### src/rtl/clkdiv_pkg.sv
package clkdiv_pkg;

    localparam int NUM_RATIOS = 5;
    localparam int IDX_W      = 3;
    localparam int CODE_W     = 3;
    localparam int CNT_W      = 7;
    localparam int MAX_IDX    = NUM_RATIOS - 1;

    typedef logic [CODE_W-1:0] div_code_t;
    typedef logic [IDX_W-1:0]  ratio_idx_t;

    typedef enum logic [2:0] {
        OP_NONE,
        OP_SR_CLR,
        OP_SR_SET,
        OP_REFRESH,
        OP_DIVIDER
    } op_e;

    typedef enum logic [1:0] {
        ST_IDLE,
        ST_PLAN,
        ST_EXEC,
        ST_WAIT
    } state_e;

    // Memory-controller control word: enable at bit 16, count at 14:8.
    typedef struct packed {
        logic             self_refresh;
        logic             rsvd_hi;
        logic [CNT_W-1:0] refr_cnt;
        logic [7:0]       rsvd_lo;
    } memctl_t;

    typedef struct packed {
        ratio_idx_t   to_idx;
        logic         slowing;
        op_e [3:0]    ops;
    } step_plan_t;

    function automatic div_code_t idx_to_code(ratio_idx_t idx);
        case (idx)
            3'd0:    return 3'b000;
            3'd1:    return 3'b001;
            3'd2:    return 3'b011;
            3'd3:    return 3'b010;
            default: return 3'b100;
        endcase
    endfunction

    function automatic ratio_idx_t code_to_idx(div_code_t code);
        case (code)
            3'b000:  return 3'd0;
            3'b001:  return 3'd1;
            3'b011:  return 3'd2;
            3'b010:  return 3'd3;
            default: return 3'd4;
        endcase
    endfunction

    function automatic logic [3:0] idx_to_div(ratio_idx_t idx);
        case (idx)
            3'd0:    return 4'd1;
            3'd1:    return 4'd2;
            3'd2:    return 4'd4;
            3'd3:    return 4'd6;
            default: return 4'd8;
        endcase
    endfunction

endpackage

### src/rtl/clkdiv_refresh_table.sv
module clkdiv_refresh_table
    import clkdiv_pkg::*;
#(
    parameter int unsigned BASE_MHZ      = 400,
    parameter int unsigned REFRESH_NS    = 7800,
    parameter int unsigned CLKS_PER_UNIT = 64
) (
    output logic [NUM_RATIOS-1:0][CNT_W-1:0] cnt_tbl
);

    localparam int unsigned CNT_MAX = (1 << CNT_W) - 1;

    for (genvar i = 0; i < NUM_RATIOS; i++) begin : g_ratio
        localparam int unsigned DIVV = (i == 0) ? 1 : (i == 1) ? 2 :
                                       (i == 2) ? 4 : (i == 3) ? 6 : 8;
        localparam int unsigned RAW  = (BASE_MHZ * REFRESH_NS) /
                                       (1000 * CLKS_PER_UNIT * DIVV);
        localparam int unsigned SAT  = (RAW > CNT_MAX) ? CNT_MAX : RAW;
        assign cnt_tbl[i] = CNT_W'(SAT);
    end

endmodule

### src/rtl/clkdiv_step_plan.sv
module clkdiv_step_plan
    import clkdiv_pkg::*;
(
    input  ratio_idx_t cur_idx,
    input  ratio_idx_t tgt_idx,
    output step_plan_t plan
);

    logic       far_jump;
    ratio_idx_t step_to;

    always_comb begin
        far_jump = ((cur_idx == 3'd0) && (tgt_idx > 3'd1)) ||
                   ((cur_idx > 3'd1) && (tgt_idx == 3'd0));
        step_to  = far_jump ? 3'd1 : tgt_idx;

        plan.to_idx  = step_to;
        plan.slowing = (step_to > cur_idx);
        plan.ops     = {OP_NONE, OP_NONE, OP_NONE, OP_NONE};

        if ((cur_idx == 3'd1) && (step_to == 3'd0)) begin
            plan.ops[0] = OP_SR_CLR;
            plan.ops[1] = OP_DIVIDER;
            plan.ops[2] = OP_REFRESH;
        end else if ((cur_idx == 3'd0) && (step_to == 3'd1)) begin
            plan.ops[0] = OP_REFRESH;
            plan.ops[1] = OP_DIVIDER;
            plan.ops[2] = OP_SR_SET;
        end else if (step_to > cur_idx) begin
            plan.ops[0] = OP_REFRESH;
            plan.ops[1] = OP_DIVIDER;
        end else begin
            plan.ops[0] = OP_DIVIDER;
            plan.ops[1] = OP_REFRESH;
        end
    end

endmodule

### src/rtl/clkdiv_drain_calc.sv
module clkdiv_drain_calc
    import clkdiv_pkg::*;
#(
    parameter int unsigned CLKS_PER_UNIT = 64,
    parameter int          WAIT_W        = 17
) (
    input  logic [CNT_W-1:0]  old_cnt,
    input  logic [CNT_W-1:0]  new_cnt,
    input  ratio_idx_t        old_idx,
    output logic [WAIT_W-1:0] cycles
);

    logic [WAIT_W-1:0] cnt_sum;
    logic [WAIT_W-1:0] old_div;

    assign cnt_sum = WAIT_W'(old_cnt) + WAIT_W'(new_cnt);
    assign old_div = WAIT_W'(idx_to_div(old_idx));
    assign cycles  = WAIT_W'(CLKS_PER_UNIT) * cnt_sum * old_div;

endmodule

### src/rtl/clkdiv_wait_timer.sv
module clkdiv_wait_timer #(
    parameter int WAIT_W = 17
) (
    input  logic              clk,
    input  logic              rst,
    input  logic              load,
    input  logic [WAIT_W-1:0] load_val,
    output logic              last
);

    logic [WAIT_W-1:0] remain;

    always_ff @(posedge clk) begin
        if (rst) begin
            remain <= '0;
        end else if (load) begin
            remain <= load_val;
        end else if (remain != '0) begin
            remain <= remain - 1'b1;
        end
    end

    assign last = (remain <= WAIT_W'(1));

endmodule

### src/rtl/clkdiv_seq.sv
module clkdiv_seq
    import clkdiv_pkg::*;
#(
    parameter int unsigned BASE_MHZ      = 400,
    parameter int unsigned REFRESH_NS    = 7800,
    parameter int unsigned CLKS_PER_UNIT = 64,
    parameter int unsigned LOCK_CYCLES   = 16,
    parameter int          WAIT_W        = 17
) (
    input  logic        clk,
    input  logic        rst,
    input  logic        req_valid,
    input  logic [2:0]  req_idx,
    output logic        req_ready,
    output logic        req_err,
    output logic        busy,
    output logic [2:0]  div_sel,
    output logic        div_we,
    output logic [16:0] memctl,
    output logic        memctl_we
);

    state_e      state_q;
    div_code_t   div_q;
    memctl_t     memctl_q;
    logic        div_we_q;
    logic        memctl_we_q;
    logic        err_q;
    ratio_idx_t  tgt_q;
    ratio_idx_t  from_q;
    step_plan_t  plan_q;
    step_plan_t  plan_d;
    logic [1:0]  ptr_q;

    logic [NUM_RATIOS-1:0][CNT_W-1:0] cnt_tbl;
    logic [WAIT_W-1:0] drain_cycles;
    logic [WAIT_W-1:0] wait_val;
    logic              wait_load;
    logic              wait_last;
    ratio_idx_t        cur_idx;
    op_e               cur_op;
    logic              need_drain;

    assign cur_idx = code_to_idx(div_q);
    assign cur_op  = plan_q.ops[ptr_q];

    clkdiv_refresh_table #(
        .BASE_MHZ      (BASE_MHZ),
        .REFRESH_NS    (REFRESH_NS),
        .CLKS_PER_UNIT (CLKS_PER_UNIT)
    ) u_table (
        .cnt_tbl (cnt_tbl)
    );

    clkdiv_step_plan u_plan (
        .cur_idx (cur_idx),
        .tgt_idx (tgt_q),
        .plan    (plan_d)
    );

    clkdiv_drain_calc #(
        .CLKS_PER_UNIT (CLKS_PER_UNIT),
        .WAIT_W        (WAIT_W)
    ) u_drain (
        .old_cnt (memctl_q.refr_cnt),
        .new_cnt (cnt_tbl[plan_q.to_idx]),
        .old_idx (from_q),
        .cycles  (drain_cycles)
    );

    // A slowing refresh write with self-refresh off must let both counts drain.
    assign need_drain = plan_q.slowing && !memctl_q.self_refresh;

    always_comb begin
        wait_load = 1'b0;
        wait_val  = WAIT_W'(LOCK_CYCLES);
        if (state_q == ST_EXEC) begin
            if (cur_op == OP_DIVIDER) begin
                wait_load = 1'b1;
            end else if ((cur_op == OP_REFRESH) && need_drain) begin
                wait_load = 1'b1;
                wait_val  = drain_cycles;
            end
        end
    end

    clkdiv_wait_timer #(
        .WAIT_W (WAIT_W)
    ) u_timer (
        .clk      (clk),
        .rst      (rst),
        .load     (wait_load),
        .load_val (wait_val),
        .last     (wait_last)
    );

    always_ff @(posedge clk) begin
        if (rst) begin
            state_q              <= ST_IDLE;
            div_q                <= idx_to_code(3'd0);
            memctl_q             <= '0;
            memctl_q.refr_cnt    <= cnt_tbl[0];
            div_we_q             <= 1'b0;
            memctl_we_q          <= 1'b0;
            err_q                <= 1'b0;
            tgt_q                <= '0;
            from_q               <= '0;
            plan_q               <= '0;
            ptr_q                <= '0;
        end else begin
            div_we_q    <= 1'b0;
            memctl_we_q <= 1'b0;
            err_q       <= 1'b0;
            case (state_q)
                ST_IDLE: begin
                    if (req_valid) begin
                        if (req_idx > 3'(MAX_IDX)) begin
                            err_q <= 1'b1;
                        end else if (req_idx != cur_idx) begin
                            tgt_q   <= req_idx;
                            state_q <= ST_PLAN;
                        end
                    end
                end
                ST_PLAN: begin
                    plan_q  <= plan_d;
                    from_q  <= cur_idx;
                    ptr_q   <= '0;
                    state_q <= ST_EXEC;
                end
                ST_EXEC: begin
                    case (cur_op)
                        OP_SR_CLR: begin
                            memctl_q.self_refresh <= 1'b0;
                            memctl_we_q           <= 1'b1;
                            ptr_q                 <= ptr_q + 2'd1;
                        end
                        OP_SR_SET: begin
                            memctl_q.self_refresh <= 1'b1;
                            memctl_we_q           <= 1'b1;
                            ptr_q                 <= ptr_q + 2'd1;
                        end
                        OP_REFRESH: begin
                            memctl_q.refr_cnt <= cnt_tbl[plan_q.to_idx];
                            memctl_we_q       <= 1'b1;
                            ptr_q             <= ptr_q + 2'd1;
                            if (need_drain) begin
                                state_q <= ST_WAIT;
                            end
                        end
                        OP_DIVIDER: begin
                            div_q    <= idx_to_code(plan_q.to_idx);
                            div_we_q <= 1'b1;
                            ptr_q    <= ptr_q + 2'd1;
                            state_q  <= ST_WAIT;
                        end
                        default: begin
                            state_q <= (plan_q.to_idx == tgt_q) ? ST_IDLE : ST_PLAN;
                        end
                    endcase
                end
                ST_WAIT: begin
                    if (wait_last) begin
                        state_q <= ST_EXEC;
                    end
                end
                default: state_q <= ST_IDLE;
            endcase
        end
    end

    assign req_ready = (state_q == ST_IDLE);
    assign busy      = (state_q != ST_IDLE);
    assign req_err   = err_q;
    assign div_sel   = div_q;
    assign div_we    = div_we_q;
    assign memctl    = memctl_q;
    assign memctl_we = memctl_we_q;

endmodule

### config.mk
export PLATFORM = sky130hd
export DESIGN_NAME = clkdiv_seq
export DESIGN_NICKNAME = d
export VERILOG_FILES = /design/src/rtl/clkdiv_pkg.sv /design/src/rtl/clkdiv_refresh_table.sv /design/src/rtl/clkdiv_step_plan.sv /design/src/rtl/clkdiv_drain_calc.sv /design/src/rtl/clkdiv_wait_timer.sv /design/src/rtl/clkdiv_seq.sv
export SDC_FILE = /design/constraint.sdc
export NUM_CORES = 1
export LEC_CHECK = 0
export BUFFER_PORTS_ARGS = -buffer_cell sky130_fd_sc_hd__buf_4
export CORE_ASPECT_RATIO = 0.5
export CORE_MARGIN = 3
export CORE_UTILIZATION = 65
export CTS_CLUSTER_SIZE = 30
export DETAILED_ROUTE_END_ITERATION = 12
export PLACE_DENSITY = 0.85
export SLEW_MARGIN = 10
export SYNTH_ARGS = -nofsm -noshare
export SYNTH_HDL_FRONTEND = slang
export SYNTH_SLANG_ARGS = --single-unit
### constraint.sdc
create_clock -name clk -period 9.81 [get_ports clk]
set_input_delay 0 -clock clk [delete_from_list [all_inputs] [get_ports clk]]
set_output_delay 0 -clock clk [all_outputs]
set_load 0.01 [all_outputs]
==> run_results.csv, run 1 <==
group,metric,value,unit
logic_synthesis,netlist_area,3700,sq um
global_route,grt_pass1_wl,14100,um
logic_synthesis,yosysTopAreaCellShare,0.287,
job,cap_violations,0,
critical_path,worstPathRequired,10.01,ns
sta,slew_viol_final,0,
clock_network,h-tree-depth,2,
global_route,grt_max_degree,48,
pwr,combinationalPowerShare,0.339,
route,wl_met3,469,um
global_route,antenna_found_initial,0,
final_layout,drive_gt1_frac,0.0889,
die,chipHeight,59.3,um
pwr,clockPowerShare,0.270,
die,coreArea,5200,sq um
pwr,power,0.000687,W
die,fp.dieW,113,um
route,antenna_left,0,
sta,finalSetupViolCount,0,
sta,max_freq,0.230,GHz
sta,grt_setup_unrepaired,"false",
pwr,p_int,0.000441,W
clock_network,cts_resized,0,
route,dr.pass1.iters,8,
clock_network,clock_latency,0.30,ns
global_route,grtUsageTotal,0.260,
sta,fin_crit_sh,0.443,
sta,finalSetupTns,0,ns
placement,hpwl,5920,um
critical_path,critPathMaxFanout,4,
placement,gp_congestion,0.885,
route,num_vias,3219,
die,initial_core_util,0.710,
logic_synthesis,ys_seq_elements,53,
clock_network,cts_sinks,53,
route,highest_layer,"met4",
placement,place_ws,5.57,ns
die,io_pins,31,
pwr,power.switching,0.000246,W
sta,tightest_slew,1.09,ns
pwr,p_leak,1.72,nW
route,drcViolationCount,0,
critical_path,worstPathArrival,4.55,ns
logic_synthesis,avgSynthCellArea,8.25,sq um
final_layout,area_growth,6.26,%
route,wl_per_cell,15.9,um
placement,numPortBuffers,19,
placement,dpl.cell_count,511,
route,drt_iter0_drc,240,
logic_synthesis,synth_area_leaders,"dfxtp_1 29%, ha_1 8.5%, nor2_1 5.4%",
pwr,peakVddDrop,0.135,mV
route,wirelength_met1,3840,um
logic_synthesis,ys.flop_type,"dfxtp_1",
final_layout,final_nets,489,
die,rows,18,
sta,timing_hold_violations_final,0,
final_layout,n_antenna_cell,0,
critical_path,endpoint_kind,"flip-flop",
clock_network,clockBufferDepth,2,
logic_synthesis,seq_area_frac_synth,0.287,
pwr,power.density,175,nW/um^2
clock_network,cts_setup_buffers,0,
die,dieArea,6680,sq um
global_route,grt-ovfl-total,0,
logic_synthesis,synth-async-reset-ratio,0,
clock_network,clock-root-buffer,"clkbuf_16",
logic_synthesis,synth_edf_count,0,
sta,hold_slack,0.0183,ns
logic_synthesis,synth_warnings,0,
logic_synthesis,synth_common_cells,"53 x dfxtp_1, 53 x nor2_1, 33 x a21oi_1, 30 x nand2_1, 25 x ha_1",
sta,slew_headroom,0.272,
logic_synthesis,synth_cell_type_count,68,
sta,fin_ws,5.46,ns
hold_path,hp-class,"in -> reg",
clock_network,cts_tree,"built",
sta,finClkSkew,0.00786,ns
critical_path,critical_path_class,"reg -> reg",
pwr,seqPwrFrac,0.391,
clock_network,cts_buffers,5,
run_status,status,"finished clean",
route,wl,8260,um
critical_path,start_kind,"flip-flop",
final_layout,final_cells,520,
clock_network,hold_buffers,1,
sta,period_needed,4.35,ns
global_route,grt_pass1_vias,3030,
logic_synthesis,netlist_instances,448,
route,routed_via_density,6.19,
pwr,swShare,0.359,
logic_synthesis,synth_largest_area_cell,"dfxtp_1",
clock_network,path_clk_slew,0.08,ns
route,met2_length,3850,um
## area by class of cell
type                            instances  area (sq um)
Tap cell                               70          87.6
Clock inverter                          3          28.8
Sequential cell                        53          1060
Clock buffer                            5           125
Timing Repair Buffer                   20           153
Multi-Input combinational cell        345          2380
Inverter                               24          90.1
Fill cell                             393          1270
## flip-flops by register name, summed over array words and instances (netlist names)
signal and count:
ptr_q 2, tgt_q 3, u_drain.new_cnt 5, div_we 1
div_sel 3, u_timer.remain 17, plan_q 9, memctl 6
memctl_we 1, from_q 3, state_q 2, req_err 1
## critical path, stage by stage, from the launching register on
cell,delay [ns]
dfxtp_1,0.34
ha_1,0.23
fa_1,0.44
a21oi_1,0.20
nor2_1,0.05
nor2_1,0.13
xor2_1,0.30
nor2_1,0.11
fa_1,0.48
inv_1,0.05
fa_1,0.52
inv_1,0.04
ha_1,0.32
nand2_1,0.11
o21ai_0,0.09
nor4b_1,0.45
a31oi_1,0.08
nor4_1,0.29
## through the flow
| stage | utilization | area (sq um) |
|---|---|---|
| 2_1_floorplan | - | 3730 |
| 3_3_place_gp | 0.723 | 3760 |
| 3_5_place_dp | 0.723 | 3760 |
| 4_1_cts | 0.755 | 3930 |
| 5_1_grt | 0.755 | 3930 |
| 6_report | 0.755 | 3930 |
## cells by family (layout without fill, tap and decap cells)
logic type,Yosys count,in the layout,synth area share
simple gates,180,180,0.262
other cells,1,11,0.00101
buf+inv,60,52,0.0785
mux,11,11,0.0301
xor+xnor,22,22,0.0521
compound gates,87,87,0.156
flops,53,53,0.287
fa+ha+maj,34,34,0.133
## routing by layer
| layer | GRT usage | vias up |
|---|---|---|
| met5 | 0 | - |
| met3 | 0.0642 | 12 |
| li1 | - | 1558 |
| met4 | 0.0702 | 0 |
| met2 | 0.453 | 104 |
| met1 | 0.328 | 1545 |
## power groups by stage
stage	registers (W)	clock network, W	logic [W]
after floorplan	0.000265	0	0.000207
after global placement	0.000270	0	0.000217
after detailed placement	0.000273	0	0.000226
after CTS	0.000268	0.000187	0.000230
after global routing	0.000273	0.000196	0.000261
final	0.000269	0.000186	0.000233
## worst paths after layout
check	start	endpoint	slack [ns]	depth (start not counted)
setup / recovery	memctl[9]	u_timer.remain[13]	5.46	17
hold / removal	req_idx[2]	tgt_q[2]	0.02	3
setup reg to reg	memctl[9]	u_timer.remain[13]	5.46	17
hold reg to reg	plan_q[1]	plan_q[1]	0.47	2
## placed cells by master (no fill, tap or decap), types with 9 or more instances in the layout
cell type and n:
o21ai_0 10, ha_1 25, xnor2_1 12, dfxtp_1 53, fa_1 9, buf_4 19
nand2_1 30, conb_1 11, mux2i_1 10, nor2_1 53, inv_1 24, nand3_1 11
nor3_1 15, xor2_1 10, a21oi_1 33
(Power assumes the default switching activity.)
==> inputs of run 2 (changes only) <==
--- a/config.mk
+++ b/config.mk
@@ -5,13 +5,14 @@
 export SDC_FILE = /design/constraint.sdc
 export NUM_CORES = 1
 export LEC_CHECK = 0
+export ABC_AREA = 1
 export BUFFER_PORTS_ARGS = -buffer_cell sky130_fd_sc_hd__buf_4
 export CORE_ASPECT_RATIO = 0.5
 export CORE_MARGIN = 3
-export CORE_UTILIZATION = 65
+export CORE_UTILIZATION = 61
 export CTS_CLUSTER_SIZE = 30
 export DETAILED_ROUTE_END_ITERATION = 12
-export PLACE_DENSITY = 0.85
+export PLACE_DENSITY = 0.8
 export SLEW_MARGIN = 10
 export SYNTH_ARGS = -nofsm -noshare
 export SYNTH_HDL_FRONTEND = slang
==> constraint.sdc (replaced) <==
create_clock -name clk -period 4.1 [get_ports clk]
set_input_delay 0 -clock clk [delete_from_list [all_inputs] [get_ports clk]]
set_output_delay 0 -clock clk [all_outputs]
set_load 0.01 [all_outputs]
==> run_results.csv, run 2 <==
group,metric,value,unit
run_status,status,"finished clean",
critical_path,rr_startpoint,"memctl[11]",
sta,finClkSkew,0.00446,ns
route,drcViolationCount,0,
sta,fin_crit_sh,0.940,
hold_path,min_path_cells,3,
placement,place_ws,0.287,ns
logic_synthesis,yosysTopAreaCellShare,0.284,
logic_synthesis,netlist_area,3730,sq um
global_route,grt-ovfl-total,0,
clock_network,clock-root-buffer,"clkbuf_16",
pwr,peakVddDrop,0.292,mV
sta,slew_viol_final,0,
sta,timing_hold_violations_final,0,
critical_path,r2r-end,"u_timer.remain[14]",
logic_synthesis,ys_seq_elements,53,
clock_network,cts_tree,"built",
hold_path,min_from,"req_idx[2]",
hold_path,hp-class,"in -> reg",
global_route,antenna_found_initial,0,
logic_synthesis,synth_cell_type_count,36,
die,dieArea,7150,sq um
placement,hpwl,6260,um
logic_synthesis,netlist_instances,552,
die,rows,19,
final_layout,n_antenna_cell,0,
clock_network,clockBufferDepth,2,
pwr,power,0.00205,W
sta,period_needed,3.85,ns
critical_path,ff2ff_setup_slack,0.25,ns
sta,max_freq,0.260,GHz
placement,numPortBuffers,19,
critical_path,endpoint_kind,"flip-flop",
route,wl_per_cell,12.4,um
critical_path,start_kind,"flip-flop",
placement,dpl.cell_count,636,
pwr,p_leak,2.08,nW
clock_network,cts_sinks,53,
logic_synthesis,synth_area_leaders,"dfxtp_1 28%, nand2_1 12%, ha_1 8.4%",
logic_synthesis,ys.flop_type,"dfxtp_1",
logic_synthesis,synth_edf_count,0,
logic_synthesis,yosysMostFrequentCell,"nand2_1",
route,wl,8030,um
sta,slew_headroom,0.554,
global_route,grtUsageTotal,0.240,
die,initial_core_util,0.654,
global_route,grt_max_degree,20,
die,coreArea,5710,sq um
die,chipHeight,61.3,um
pwr,power.density,506,nW/um^2
global_route,grt_pass1_vias,2879,
clock_network,h-tree-depth,2,
logic_synthesis,synth_common_cells,"120 x nand2_1, 82 x nor2_1, 79 x inv_1, 53 x dfxtp_1, 38 x a21oi_1",
critical_path,critPathMaxFanout,5,
logic_synthesis,synth_largest_area_cell,"dfxtp_1",
final_layout,final_cells,647,
logic_synthesis,synth-async-reset-ratio,0,
final_layout,layout_commonest_cell,"nand2_1",
critical_path,r2r_cells,16,
global_route,grt_pass1_wl,13400,um
sta,hold_slack,0.00960,ns
job,cap_violations,0,
route,num_vias,3351,
clock_network,clock_latency,0.29,ns
clock_network,path_clk_slew,0.07,ns
placement,gp_congestion,0.921,
critical_path,critical_path_class,"reg -> reg",
route,antenna_left,0,
final_layout,largest-register,"u_timer.remain",
clock_network,cts_buffers,5,
logic_synthesis,avgSynthCellArea,6.76,sq um
final_layout,largest_reg_flops,17,
route,drt_iter0_drc,240,
critical_path,worstPathArrival,4.08,ns
sta,tightest_slew,0.667,ns
sta,finalSetupViolCount,0,
logic_synthesis,synth_warnings,0,
sta,fin_ws,0.247,ns
die,io_pins,31,
route,routed_via_density,5.18,
route,dr.pass1.iters,5,
final_layout,final_nets,613,
critical_path,worstPathRequired,4.33,ns
final_layout,drive_gt1_frac,0.0889,
die,fp.dieW,117,um
hold_path,holdPathEnd,"tgt_q[2]",
logic_synthesis,seq_area_frac_synth,0.284,
final_layout,area_growth,8.78,%
final_layout,final_cell_mix,"120 x nand2_1, 82 x nor2_1, 79 x inv_1, 53 x dfxtp_1, 38 x a21oi_1",
run 2: cell count changes after synthesis, sizes merged, moves of 7 or more:
cell,delta
and2,-8
clkbuf,-14
inv,+58
mux2i,-10
nand2,+90
nand2b,-8
nand3,+26
nor2,+35
nor3,-8
nor4,-8
o21ai,+17
xnor2,-7
run 2: power by group:
group          internal [W]  switching, W
sequential         0.000608     0.0000770
clock              0.000245      0.000192
combinational      0.000346      0.000586
run 2: how the worst max path moves through the flow:
stage,start,end,cells after the start
floorplan,memctl[10],u_timer.remain[14],16
global placement,memctl[11],u_timer.remain[14],16
detailed placement,memctl[10],u_timer.remain[14],16
CTS,memctl[10],u_timer.remain[14],16
global route,memctl[10],u_timer.remain[15],18
finish,memctl[11],u_timer.remain[14],16
run 2: logic make-up after synthesis:
| logic type | share of synthesized area |
|---|---|
| simple gates | 0.324 |
| flops | 0.284 |
| fa+ha+maj | 0.132 |
| buf+inv | 0.116 |
| xor+xnor | 0.0375 |
| compound gates | 0.106 |
| other cells | 0.00100 |
run 2: metal layers:
| layer | vias to the layer above | wire [um] | global-route usage |
|---|---|---|---|
| met5 | - | 0 | 0 |
| met2 | 89 | 3380 | 0.382 |
| li1 | 1773 | - | - |
| met3 | 2 | 439 | 0.0510 |
| met4 | 0 | 16 | 0.0310 |
| met1 | 1487 | 4200 | 0.348 |
run 2: layout make-up:
| type | instances | area [sq um] |
|---|---|---|
| flip-flops and latches | 53 | 1060 |
| inverters | 82 | 308 |
| fillers | 501 | 1640 |
| repair buffers | 22 | 168 |
| clock inverters | 2 | 16.3 |
| clock buffers | 6 | 139 |
| well taps | 73 | 91.3 |
| multi-input cells | 409 | 2280 |
run 2: metrics by stage:
stage,setup TNS (ns),utilization,instance area [sq um]
floorplan,0,-,3770
global placement,0,0.680,3880
detailed placement,0,0.680,3880
CTS,0,0.709,4050
global route,-0.00624,0.712,4060
finish,0,0.712,4060
run 2: repair_timing:
item                                   CTS  global route
gates resized for setup                  0             0
setup buffers                            0             2
setup endpoints to repair                0             1
endpoints found under the hold margin    1             0
hold buffers                             1             0
run 2: critical path: stages (launching register included):
cell and delay (ns):
dfxtp_1 0.32, ha_1 0.34, and3_1 0.16, a211oi_1 0.27
xor2_1 0.32, nor2_1 0.09, fa_1 0.49, inv_1 0.06
fa_1 0.52, inv_1 0.04, ha_1 0.36, a21oi_1 0.15
nand2_1 0.11, a21oi_1 0.17, xor2_1 0.08, or2_0 0.19
a21oi_1 0.11
